`config.mk`:
```
export PLATFORM = sky130hd
export DESIGN_NAME = exc_pipe_ctrl
export DESIGN_NICKNAME = d
export VERILOG_FILES = /design/src/rtl/exc_pkg.sv /design/src/rtl/exc_fetch_pc.sv /design/src/rtl/exc_stage_latch.sv /design/src/rtl/exc_wr_guard.sv /design/src/rtl/exc_commit.sv /design/src/rtl/exc_pipe_ctrl.sv
export SDC_FILE = /design/constraint.sdc
export NUM_CORES = 1
export LEC_CHECK = 0
export CAP_MARGIN = 10
export CORE_ASPECT_RATIO = 1.5
export CORE_UTILIZATION = 55
export DETAILED_ROUTE_END_ITERATION = 6
export DONT_BUFFER_PORTS = 1
export PLACE_DENSITY_LB_ADDON = 0.12
export SYNTH_ARGS = -nofsm -noshare
export SYNTH_HDL_FRONTEND = slang
export SYNTH_SLANG_ARGS = --single-unit
```
`constraint.sdc`:
```
create_clock -name clk_i -period 3 [get_ports clk_i]
set_input_delay 0 -clock clk_i [delete_from_list [all_inputs] [get_ports clk_i]]
set_output_delay 0 -clock clk_i [all_outputs]
set_load 0.005 [all_outputs]
```
`src/rtl/exc_pkg.sv`:
```
`timescale 1ns/1ps
package exc_pkg;
  localparam int N_STAGES = 5;
  localparam int N_FAULT  = N_STAGES - 1;
  localparam int CAUSE_W  = 3;

  typedef enum logic [CAUSE_W-1:0] {
    CAUSE_IRQ     = 3'd0,
    CAUSE_IADDR   = 3'd1,
    CAUSE_ILLEGAL = 3'd2,
    CAUSE_OVF     = 3'd3,
    CAUSE_DADDR   = 3'd4
  } cause_e;

  // cause reported by a fault raised in pipeline stage 'stage'
  function automatic cause_e fault_cause(int stage);
    case (stage)
      0:       return CAUSE_IADDR;
      1:       return CAUSE_ILLEGAL;
      2:       return CAUSE_OVF;
      default: return CAUSE_DADDR;
    endcase
  endfunction
endpackage

```
`src/rtl/exc_fetch_pc.sv`:
```
`timescale 1ns/1ps
module exc_fetch_pc #(
  parameter int              PC_W       = 32,
  parameter int              INSN_BYTES = 4,
  parameter logic [PC_W-1:0] RESET_PC   = '0,
  parameter logic [PC_W-1:0] VECTOR     = '0
) (
  input  logic            clk_i,
  input  logic            rst_ni,
  input  logic            take_i,
  input  logic            irq_i,
  output logic [PC_W-1:0] pc_o
);
  logic [PC_W-1:0] pc_q, pc_d;

  always_comb begin
    if (take_i)     pc_d = VECTOR;
    else if (irq_i) pc_d = pc_q;   // slot consumed by injected no-op
    else            pc_d = pc_q + PC_W'(INSN_BYTES);
  end

  always_ff @(posedge clk_i or negedge rst_ni) begin
    if (!rst_ni) pc_q <= RESET_PC;
    else         pc_q <= pc_d;
  end

  assign pc_o = pc_q;
endmodule

```
`src/rtl/exc_stage_latch.sv`:
```
`timescale 1ns/1ps
module exc_stage_latch
  import exc_pkg::*;
#(
  parameter int     PC_W        = 32,
  parameter cause_e FAULT_CAUSE = CAUSE_IADDR
) (
  input  logic            clk_i,
  input  logic            rst_ni,
  input  logic            flush_i,
  input  logic            valid_i,
  input  logic [PC_W-1:0] pc_i,
  input  logic            exc_i,
  input  cause_e          cause_i,
  input  logic            fault_i,
  output logic            valid_o,
  output logic [PC_W-1:0] pc_o,
  output logic            exc_o,
  output cause_e          cause_o
);
  logic            valid_q, exc_q;
  logic [PC_W-1:0] pc_q;
  cause_e          cause_q;

  always_ff @(posedge clk_i or negedge rst_ni) begin
    if (!rst_ni) begin
      valid_q <= 1'b0;
      exc_q   <= 1'b0;
      pc_q    <= '0;
      cause_q <= CAUSE_IRQ;
    end else begin
      valid_q <= valid_i & ~flush_i;
      if (valid_i) begin
        pc_q    <= pc_i;
        exc_q   <= exc_i | fault_i;
        // first mark wins: an earlier stage's cause is never overwritten
        cause_q <= exc_i ? cause_i : FAULT_CAUSE;
      end
    end
  end

  assign valid_o = valid_q;
  assign pc_o    = pc_q;
  assign exc_o   = exc_q;
  assign cause_o = cause_q;
endmodule

```
`src/rtl/exc_wr_guard.sv`:
```
`timescale 1ns/1ps
module exc_wr_guard #(
  parameter int N = 5
) (
  input  logic [N-1:0] valid_i,
  input  logic [N-1:0] mark_i,
  output logic [N-1:0] wr_en_o
);
  // older[k]: some stage at k or beyond (older) is fault-marked
  logic [N:0] older;
  assign older[N] = 1'b0;

  for (genvar k = N - 1; k >= 0; k--) begin : g_chain
    assign older[k]   = older[k+1] | mark_i[k];
    assign wr_en_o[k] = valid_i[k] & ~older[k];
  end
endmodule

```
`src/rtl/exc_commit.sv`:
```
`timescale 1ns/1ps
module exc_commit
  import exc_pkg::*;
#(
  parameter int PC_W = 32
) (
  input  logic            clk_i,
  input  logic            rst_ni,
  input  logic            take_i,
  input  logic [PC_W-1:0] pc_i,
  input  cause_e          cause_i,
  output logic [PC_W-1:0] epc_o,
  output cause_e          cause_o
);
  logic [PC_W-1:0] epc_q;
  cause_e          cause_q;

  always_ff @(posedge clk_i or negedge rst_ni) begin
    if (!rst_ni) begin
      epc_q   <= '0;
      cause_q <= CAUSE_IRQ;
    end else if (take_i) begin
      epc_q   <= pc_i;
      cause_q <= cause_i;
    end
  end

  assign epc_o   = epc_q;
  assign cause_o = cause_q;
endmodule

```
`src/rtl/exc_pipe_ctrl.sv`:
```
`timescale 1ns/1ps
module exc_pipe_ctrl
  import exc_pkg::*;
#(
  parameter int              PC_W       = 32,
  parameter int              INSN_BYTES = 4,
  parameter logic [PC_W-1:0] RESET_PC   = 32'h0000_0100,
  parameter logic [PC_W-1:0] VECTOR     = 32'h0000_0080
) (
  input  logic                clk_i,
  input  logic                rst_ni,
  input  logic                irq_i,
  input  logic [N_FAULT-1:0]  stage_fault_i,
  output logic [PC_W-1:0]     fetch_pc_o,
  output logic                exc_take_o,
  output logic [PC_W-1:0]     redirect_pc_o,
  output logic [PC_W-1:0]     epc_o,
  output logic [CAUSE_W-1:0]  cause_o,
  output logic [N_STAGES-1:0] stage_valid_o,
  output logic [N_STAGES-1:0] stage_wr_en_o
);
  localparam int N_ST = N_STAGES;
  localparam int WB   = N_ST - 1;

  logic [PC_W-1:0] fetch_pc;
  logic [N_ST-1:0] s_valid, s_exc, s_mark;
  logic [PC_W-1:0] s_pc    [N_ST];
  cause_e          s_cause [N_ST];
  logic            take;
  cause_e          last_cause;

  exc_fetch_pc #(
    .PC_W(PC_W), .INSN_BYTES(INSN_BYTES), .RESET_PC(RESET_PC), .VECTOR(VECTOR)
  ) i_fetch_pc (
    .clk_i (clk_i),
    .rst_ni(rst_ni),
    .take_i(take),
    .irq_i (irq_i),
    .pc_o  (fetch_pc)
  );

  // fetch slot: an interrupt turns it into a fault-marked no-op
  assign s_valid[0] = 1'b1;
  assign s_pc[0]    = fetch_pc;
  assign s_exc[0]   = irq_i;
  assign s_cause[0] = CAUSE_IRQ;

  for (genvar k = 1; k < N_ST; k++) begin : g_latch
    exc_stage_latch #(
      .PC_W(PC_W), .FAULT_CAUSE(fault_cause(k - 1))
    ) i_latch (
      .clk_i  (clk_i),
      .rst_ni (rst_ni),
      .flush_i(take),
      .valid_i(s_valid[k-1]),
      .pc_i   (s_pc[k-1]),
      .exc_i  (s_exc[k-1]),
      .cause_i(s_cause[k-1]),
      .fault_i(stage_fault_i[k-1]),
      .valid_o(s_valid[k]),
      .pc_o   (s_pc[k]),
      .exc_o  (s_exc[k]),
      .cause_o(s_cause[k])
    );
  end

  // a stage is marked if it carries a fault or reports one now
  for (genvar k = 0; k < WB; k++) begin : g_mark
    assign s_mark[k] = s_valid[k] & (s_exc[k] | stage_fault_i[k]);
  end
  assign s_mark[WB] = s_valid[WB] & s_exc[WB];

  assign take = s_mark[WB];

  exc_wr_guard #(.N(N_ST)) i_wr_guard (
    .valid_i(s_valid),
    .mark_i (s_mark),
    .wr_en_o(stage_wr_en_o)
  );

  exc_commit #(.PC_W(PC_W)) i_commit (
    .clk_i  (clk_i),
    .rst_ni (rst_ni),
    .take_i (take),
    .pc_i   (s_pc[WB]),
    .cause_i(s_cause[WB]),
    .epc_o  (epc_o),
    .cause_o(last_cause)
  );

  assign fetch_pc_o    = fetch_pc;
  assign exc_take_o    = take;
  assign redirect_pc_o = VECTOR;
  assign cause_o       = last_cause;
  assign stage_valid_o = {s_valid[WB], s_valid[WB-1:0] & ~{WB{take}}};
endmodule

```
==> results.md, run 1 <==
- Busiest metal layer after global routing: met2
- Total overflow reported by the global router: 0
- Residual DRC: 0
- Power density normalized to cell area: about 770 nW/um^2
- Synth warnings: 0
- Wire length of the first global-routing pass: between 20,000 and 25,000 um
- Critical path endpoint category: flip-flop
- Net Sw Frac: 0.292
- Number of vias per cell: ~5.5
- Post CTS Setup Buffer Count: 0
- Final setup viols: 0
- Fraction of layout instances using a drive strength above 1: 0.218
- Post-CTS Hold Buffers: 5
- Max Clock Skew: 0.00781 ns
- Pin slew with the least headroom to its limit: roughly 0.63 ns
- Met2 track demand over resource in global routing: 0.321
- Clock latency at the later pin of the worst-skew pair: about 0.42 ns
- TritonCTS clock tree: done
- Cell area after synthesis: roughly 7700 um^2
- Fmax: 0.421 GHz
- Adder-cell area share of the yosys netlist: 0.00162
- ANT nets after route: 0
- Xor/xnor cell area share of the yosys netlist: 0.0159
- Vias in the first global route: between 4k and 5k
- Detailed placement HPWL: roughly 8500 um
- Total power consumption of the routed design: 6.50 mW
- Area delta synth->final: 8.53%
- Die Ht: ~150 um
- Via count: ~4.4k
- Unique cell type count in the Yosys netlist: 40
- Placeable core area: around 14,000 um^2
- FP Rows: 52
- Number of buffer and inverter instances along the worst setup path: 0
- Iter 0 DRT Violations: 175
- Post-synthesis sequential element count: roughly 200
- Synthesized area per cell: 12.6 um^2
- Leak pwr: 4.21 nW
- Clock transition time at the flip-flop clock pins of the worst setup and hold paths: around 0.070 ns
- Share of total power in the clock network: 0.357
- Post-route clock period utilization: 0.791
- Max Cap Viol: 0
- Relative max-transition margin: 0.581
- Number of buffer cells added on primary ports: 0
- Result of the run: complete, but fails checks
- Antenna fix cells: 0
- Total iterations of the first detailed-routing run: 4
- I/O pins: roughly 120
- Total Negative Setup Slacks: 0 ns
- Most frequent cells in the layout: 198 x dfrtp_1, 106 x nand2_1, 91 x mux2_2
- Met1 track demand over resource in global routing: 0.248
- All-Layer GR Usage: 0.198
- Synthesized instance count: a little over 600
- WS Path Type: flip-flop to flip-flop
- Final hold viol count: roughly 200
- Grt met3 use: 0.0561
- Class of the worst hold path: input pin to asynchronous set/reset pin
- Maximum fanout encountered on the critical timing path: 12
- Number of antenna violations at the first check in global routing: 0
- RePlAce Congestion: about 0.77
- Simple-gate share of the synthesized area: 0.115
- Required arrival time at the worst endpoint: roughly 3.3 ns
- Psw: 1.90 mW
- Final Max Tran Viols: 0
- Combinational share of power: 0.167
- Largest incremental delay on the critical path: 0.71 ns
- Routed Wire Length: 13,400 um
- Category of the worst setup path launch point: flip-flop
- Final net count: a little over 600
- Largest family of logic cells by synthesized area: multiplexers
- Starting density of the core: 0.569
- Levels on crit path: 4
- Number of buffers added by the clock tree synthesis step: 17
- Tightest hold margin: -0.732 ns
- Post-detailed-route wirelength per cell: 17.0 um
- Filler cell count in the final layout: approximately 1.1k
- Cells traversed along the worst timing path: nand4_1 > or4_4 > or4_1 > a21oi_1
- CP arrival: approximately 2.7 ns
- Leading cell type in the layout, fill and taps excluded: dfrtp_1
- Delay-heaviest family, CP: simple AND/OR/NAND/NOR gates
- CTS H-tree lvls: 4
- Total die area: 14,500 um^2
- Minimum clock period after layout: between 2 and 2.5 ns
- CTS Root Cell: clkbuf_16
- Violations in the final reports: negative hold slack
- Cell at the slowest stage of the critical path: or4_4
- Unrepaired setup endpoints after global routing: false
- Int Pwr: 4.60 mW
- CTS Sinks: approximately 200
- Sequential-to-total area share from yosys stat: 0.644
- Max Root-Sink Buffers: 2
- Die width: 98.8 um
- Worst-case reg-to-reg path depth: 4
- Pin count of the biggest net entering global routing: 200
- Area fraction in compound gates after synthesis: 0.0319
- Multiplexer fraction of the synthesized cell area: 0.134
- Peak supply drop: approximately 470 uV
- Sequential fraction of design power: 0.476
through the flow:
stage | util | setup slack (ns) | cells | area, um^2 | hold WS, ns
after floorplan | - | 0.956 | 647 | 7860 | -0.296
after global placement | 0.569 | 0.665 | 753 | 7730 | -0.292
after detailed placement | 0.569 | 0.614 | 753 | 7730 | -0.291
after CTS | 0.617 | 0.596 | 790 | 8390 | -0.746
after global routing | 0.617 | 0.527 | 790 | 8390 | -0.749
final | 0.617 | 0.626 | 790 | 8390 | -0.732
area by class of cell:
type | count | area (um^2) | area share
clock inverter | 15 | 183 | 0.0218
timing repair buffer | 12 | 103 | 0.0122
clock buffer | 17 | 425 | 0.0507
multi-input combinational | 371 | 2440 | 0.291
inverter | 14 | 52.6 | 0.00626
tap | 162 | 203 | 0.0242
sequential | 199 | 4980 | 0.594
cell usage after synthesis:
library cell | instances | area, um^2
buf_1 | 2 | 7.51
mux2i_1 | 1 | 10.0
nor3b_1 | 1 | 7.51
or4_1 | 12 | 90.1
nand4_1 | 5 | 31.3
mux2_2 | 91 | 1020
or2_2 | 2 | 12.5
and4_1 | 2 | 17.5
o211ai_1 | 2 | 15.0
buf_4 | 37 | 278
conb_1 | 2 | 7.51
and3b_1 | 1 | 8.76
and2_1 | 5 | 31.3
buf_6 | 1 | 11.3
nor2b_1 | 2 | 12.5
nand3b_1 | 1 | 7.51
nor3_1 | 3 | 15.0
xor2_1 | 3 | 26.3
inv_1 | 14 | 52.6
nor2_1 | 17 | 63.8
a21oi_1 | 13 | 65.1
o22a_1 | 2 | 17.5
nor4_1 | 4 | 25.0
clkbuf_1 | 23 | 86.3
and4b_1 | 1 | 10.0
or3_1 | 5 | 31.3
nand3_1 | 13 | 65.1
o31ai_1 | 8 | 60.1
dfrtp_1 | 198 | 4950
nand4_4 | 1 | 21.3
or4b_2 | 1 | 10.0
ha_1 | 1 | 12.5
o41ai_1 | 1 | 8.76
and3_1 | 2 | 12.5
nand4b_1 | 1 | 8.76
nand2_1 | 106 | 398
dfstp_2 | 1 | 26.3
xnor2_1 | 11 | 96.3
or4_4 | 1 | 11.3
o21ai_0 | 16 | 80.1
kinds of logic (layout without fill, tap and decap cells):
logic type | count (synthesis) | count (layout)
AO/OA/AOI/OAI | 42 | 42
XOR/XNOR | 14 | 14
adder cells (fa/ha/maj) | 1 | 1
buffers and inverters | 77 | 58
flip-flops | 199 | 199
multiplexers | 92 | 92
other | 2 | 36
AND/OR/NAND/NOR | 186 | 186
worst reg2reg max path, stage by stage, from the launching register on:
cell and delay (ns):
dfstp_2 0.57, nand4_1 0.31, or4_4 0.72, or4_1 0.53, a21oi_1 0.16
power by group through the flow:
stage	registers, mW	clock network (mW)	logic (mW)
6_report	3.09	2.32	1.09
5_1_grt	3.13	2.47	1.20
4_1_cts	3.10	2.37	1.11
3_5_place_dp	3.15	0	1.10
3_3_place_gp	3.14	0	1.08
2_1_floorplan	3.09	0	0.907
routing by layer:
| layer | vias to the layer above | part of all wire |
|---|---|---|
| met1 | 2212 | 0.42 |
| met3 | 20 | 0.057 |
| met2 | 122 | 0.50 |
| li1 | 2015 | - |
| met5 | - | 0 |
| met4 | 0 | 0.023 |
registers in the layout, summed over array words and instances, names as in the netlist:
signal,flops
i_commit.cause_o,3
i_commit.epc_o,30
g_latch.i_latch.pc_o,120
g_latch.i_latch.exc_o,4
i_fetch_pc.pc_o,30
g_latch.i_latch.valid_o,4
g_latch.i_latch.cause_o,8
path summary, 6_finish.rpt:
| kind | startpoint | endpoint | slack [ns] |
|---|---|---|---|
| setup reg to reg | i_fetch_pc.pc_o[8] | i_fetch_pc.pc_o[29] | 0.63 |
| hold reg to reg | i_fetch_pc.pc_o[8] | g_latch[1].i_latch.pc_o[8] | 0.44 |
| max in group asynchronous | rst_ni | i_fetch_pc.pc_o[8] | 3.44 |
| hold / removal | rst_ni | i_commit.epc_o[19] | -0.73 |
| setup / recovery | i_fetch_pc.pc_o[8] | i_fetch_pc.pc_o[29] | 0.63 |
| min in group clk_i | irq_i | i_fetch_pc.pc_o[26] | 0.03 |
repair_timing:
item / 4_1_cts / 5_1_grt
resized for setup: 0 / 0
hold endpoints to repair: 207 / 199
setup endpoints to repair: 0 / 0
(Power assumes the default switching activity.)
==> run 2, diff against run 1 <==
- clock period: 3 -> 2.3 ns (I/O delays scaled with it)
==> run 2 against run 1 <==
Sequential cell count unchanged. Via count decreased by 0.25%. Fmax increased by 8.7%. Critical path type unchanged. Largest power group unchanged. The run still ends with negative hold slack left.
==> results.md, run 2 (synthesis gave the netlist of run 1 again) <==
- Number of buffer cells added on primary ports: 0 (unchanged)
- Category of the worst setup path launch point: flip-flop
- Antenna fix cells: 0 (unchanged)
- Class of the worst hold path: input pin to asynchronous set/reset pin
- Routed Wire Length: 13,500 um (+0.64%)
- Area delta synth->final: 9.48%
- Max Cap Viol: 0 (unchanged)
- Detailed placement HPWL: 8570 um (+1.0%)
- Total iterations of the first detailed-routing run: 4 (unchanged)
- Tightest hold margin: -0.727 ns (+0.00509 ns)
- Final Max Tran Viols: 0 (unchanged)
- Final hold viol count: 199 (unchanged)
- Total die area: 14,500 um^2 (unchanged)
- Number of buffers added by the clock tree synthesis step: 17 (unchanged)
- CTS H-tree lvls: 4 (unchanged)
- Final setup viols: 0 (unchanged)
- Clock transition time at the flip-flop clock pins of the worst setup and hold paths: 0.07 ns (about the same)
- Starting density of the core: 0.569 (unchanged)
- Fmax: 0.458 GHz (+8.7%)
- Required arrival time at the worst endpoint: 2.64 ns (-0.70 ns)
- Result of the run: complete, but fails checks
- Total overflow reported by the global router: 0 (unchanged)
- CP arrival: 2.53 ns (-0.19 ns)
- I/O pins: 117 (unchanged)
- WS Path Type: flip-flop to flip-flop
- Max Root-Sink Buffers: 2 (unchanged)
- Die width: 98.8 um (unchanged)
- Flip-flop count of the largest register after layout: 120 (unchanged)
- RePlAce Congestion: 0.784 (+2.2%)
- Post-route clock period utilization: 0.950 (+0.158)
- Total Negative Setup Slacks: 0 ns (unchanged)
- Leading cell type in the layout, fill and taps excluded: dfrtp_1
- Pin slew with the least headroom to its limit: 0.565 ns (-0.0630 ns)
- CTS Root Cell: clkbuf_16
- Fraction of layout instances using a drive strength above 1: 0.229 (+0.0107)
- Most frequent cells in the layout: 198 x dfrtp_1, 106 x nand2_1, 91 x mux2_2
- Power density normalized to cell area: 999 nW/um^2 (+29%)
- Leak pwr: 4.25 nW (+0.92%)
- Number of vias per cell: 5.45 (-1.5%)
- Resized cells post-CTS: 0 (unchanged)
- Vias in the first global route: 4,455 (+3.2%)
- Clock latency at the later pin of the worst-skew pair: 0.42 ns (about the same)
- Critical path endpoint category: flip-flop
- All-Layer GR Usage: 0.200 (+0.00291)
- TritonCTS clock tree: done
- Iter 0 DRT Violations: 170 (-2.9%)
- Number of antenna violations at the first check in global routing: 0 (unchanged)
- Unrepaired setup endpoints after global routing: false
- Violations in the final reports: negative hold slack
- ANT nets after route: 0 (unchanged)
- Pin count of the biggest net entering global routing: 200 (unchanged)
- Wire length of the first global-routing pass: 22,700 um (+1.7%)
- CTS Sinks: 199 (unchanged)
- Die Ht: 147 um (unchanged)
- Max Clock Skew: 0.0105 ns (+0.00269 ns)
- Post-CTS Hold Buffers: 5 (unchanged)
- Placeable core area: 13,600 um^2 (unchanged)
- Maximum fanout encountered on the critical timing path: 13 (+1)
- Minimum clock period after layout: 2.18 ns (-0.190 ns)
- Peak supply drop: 602 uV (+28%)
- FP Rows: 52 (unchanged)
- Residual DRC: 0 (unchanged)
- Via count: 4,358 (-0.25%)
- Post-detailed-route wirelength per cell: 16.9 um (-0.62%)
- Relative max-transition margin: 0.623 (+0.0416)
- Final net count: 633 (+1.6%)
[run 2: cell types whose count changed in the layout (fill, tap and decap cells not counted)]
cell / previous run / this run
buf_4: 7 / 16
clkinv_4: 3 / 6
inv_8: 4 / 1
inv_6: 5 / 3
buf_12: 0 / 1
clkbuf_1: 0 / 1
clkinvlp_4: 1 / 2
[run 2: cell type report]
| class | instances | area [um^2] |
|---|---|---|
| Inverter | 14 | 52.6 |
| Multi-Input combinational cell | 371 | 2440 |
| Timing Repair Buffer | 22 | 190 |
| Sequential cell | 199 | 4980 |
| Clock inverter | 14 | 165 |
| Fill cell | 1059 | 5130 |
| Clock buffer | 18 | 429 |
| Tap cell | 162 | 203 |
[run 2: path summary, 6_finish.rpt]
check | startpoint | end | slack, ns | depth (start not counted)
min | rst_ni | i_commit.epc_o[25] | -0.73 | 0
min reg2reg | i_fetch_pc.pc_o[8] | g_latch[1].i_latch.pc_o[8] | 0.45 | 0
max in group asynchronous | rst_ni | i_fetch_pc.pc_o[8] | 2.64 | 0
max reg2reg | i_fetch_pc.pc_o[8] | i_fetch_pc.pc_o[22] | 0.12 | 5
min in group clk_i | stage_fault_i[3] | stage_wr_en_o[3] | 0.04 | 1
max | i_fetch_pc.pc_o[8] | i_fetch_pc.pc_o[22] | 0.12 | 5
[run 2: timing repair]
item,in CTS,in global routing
buffers inserted,0,1
endpoints found under the hold margin,207,199
endpoints found under the setup margin,0,1
[run 2: power breakdown]
group	switching [mW]	internal (mW)	total (mW)
Combinational	0.916	0.581	1.50
Sequential	0.198	3.82	4.02
Clock	1.31	1.63	2.94
Total	2.42	6.03	8.46
[run 2: metal layers]
layer,up-vias,wire (um),track usage
met5,-,0,0
met4,0,218,0.0784
met3,15,675,0.0557
met2,95,6830,0.331
met1,2222,5790,0.250
li1,2026,-,-
[run 2: through the flow]
step                      cell area (um^2)  utilization  total power [mW]  setup slack [ns]  std cells
final                                 8460        0.622              8.46             0.116        800
after global routing                  8460        0.622              8.84            0.0249        800
after CTS                             8460        0.622              8.57            0.0841        799
after detailed placement              7810        0.575              5.60             0.118        762
after global placement                7810        0.575              5.55             0.167        762
after floorplan                       7860            -              5.21             0.256        647
[run 2: critical path, cell delays in order (launching register included)]
cell and delay, ns:
dfstp_2 0.59, nand4_1 0.16, buf_4 0.23, or4_1 0.62
or3_1 0.35, a21oi_1 0.16
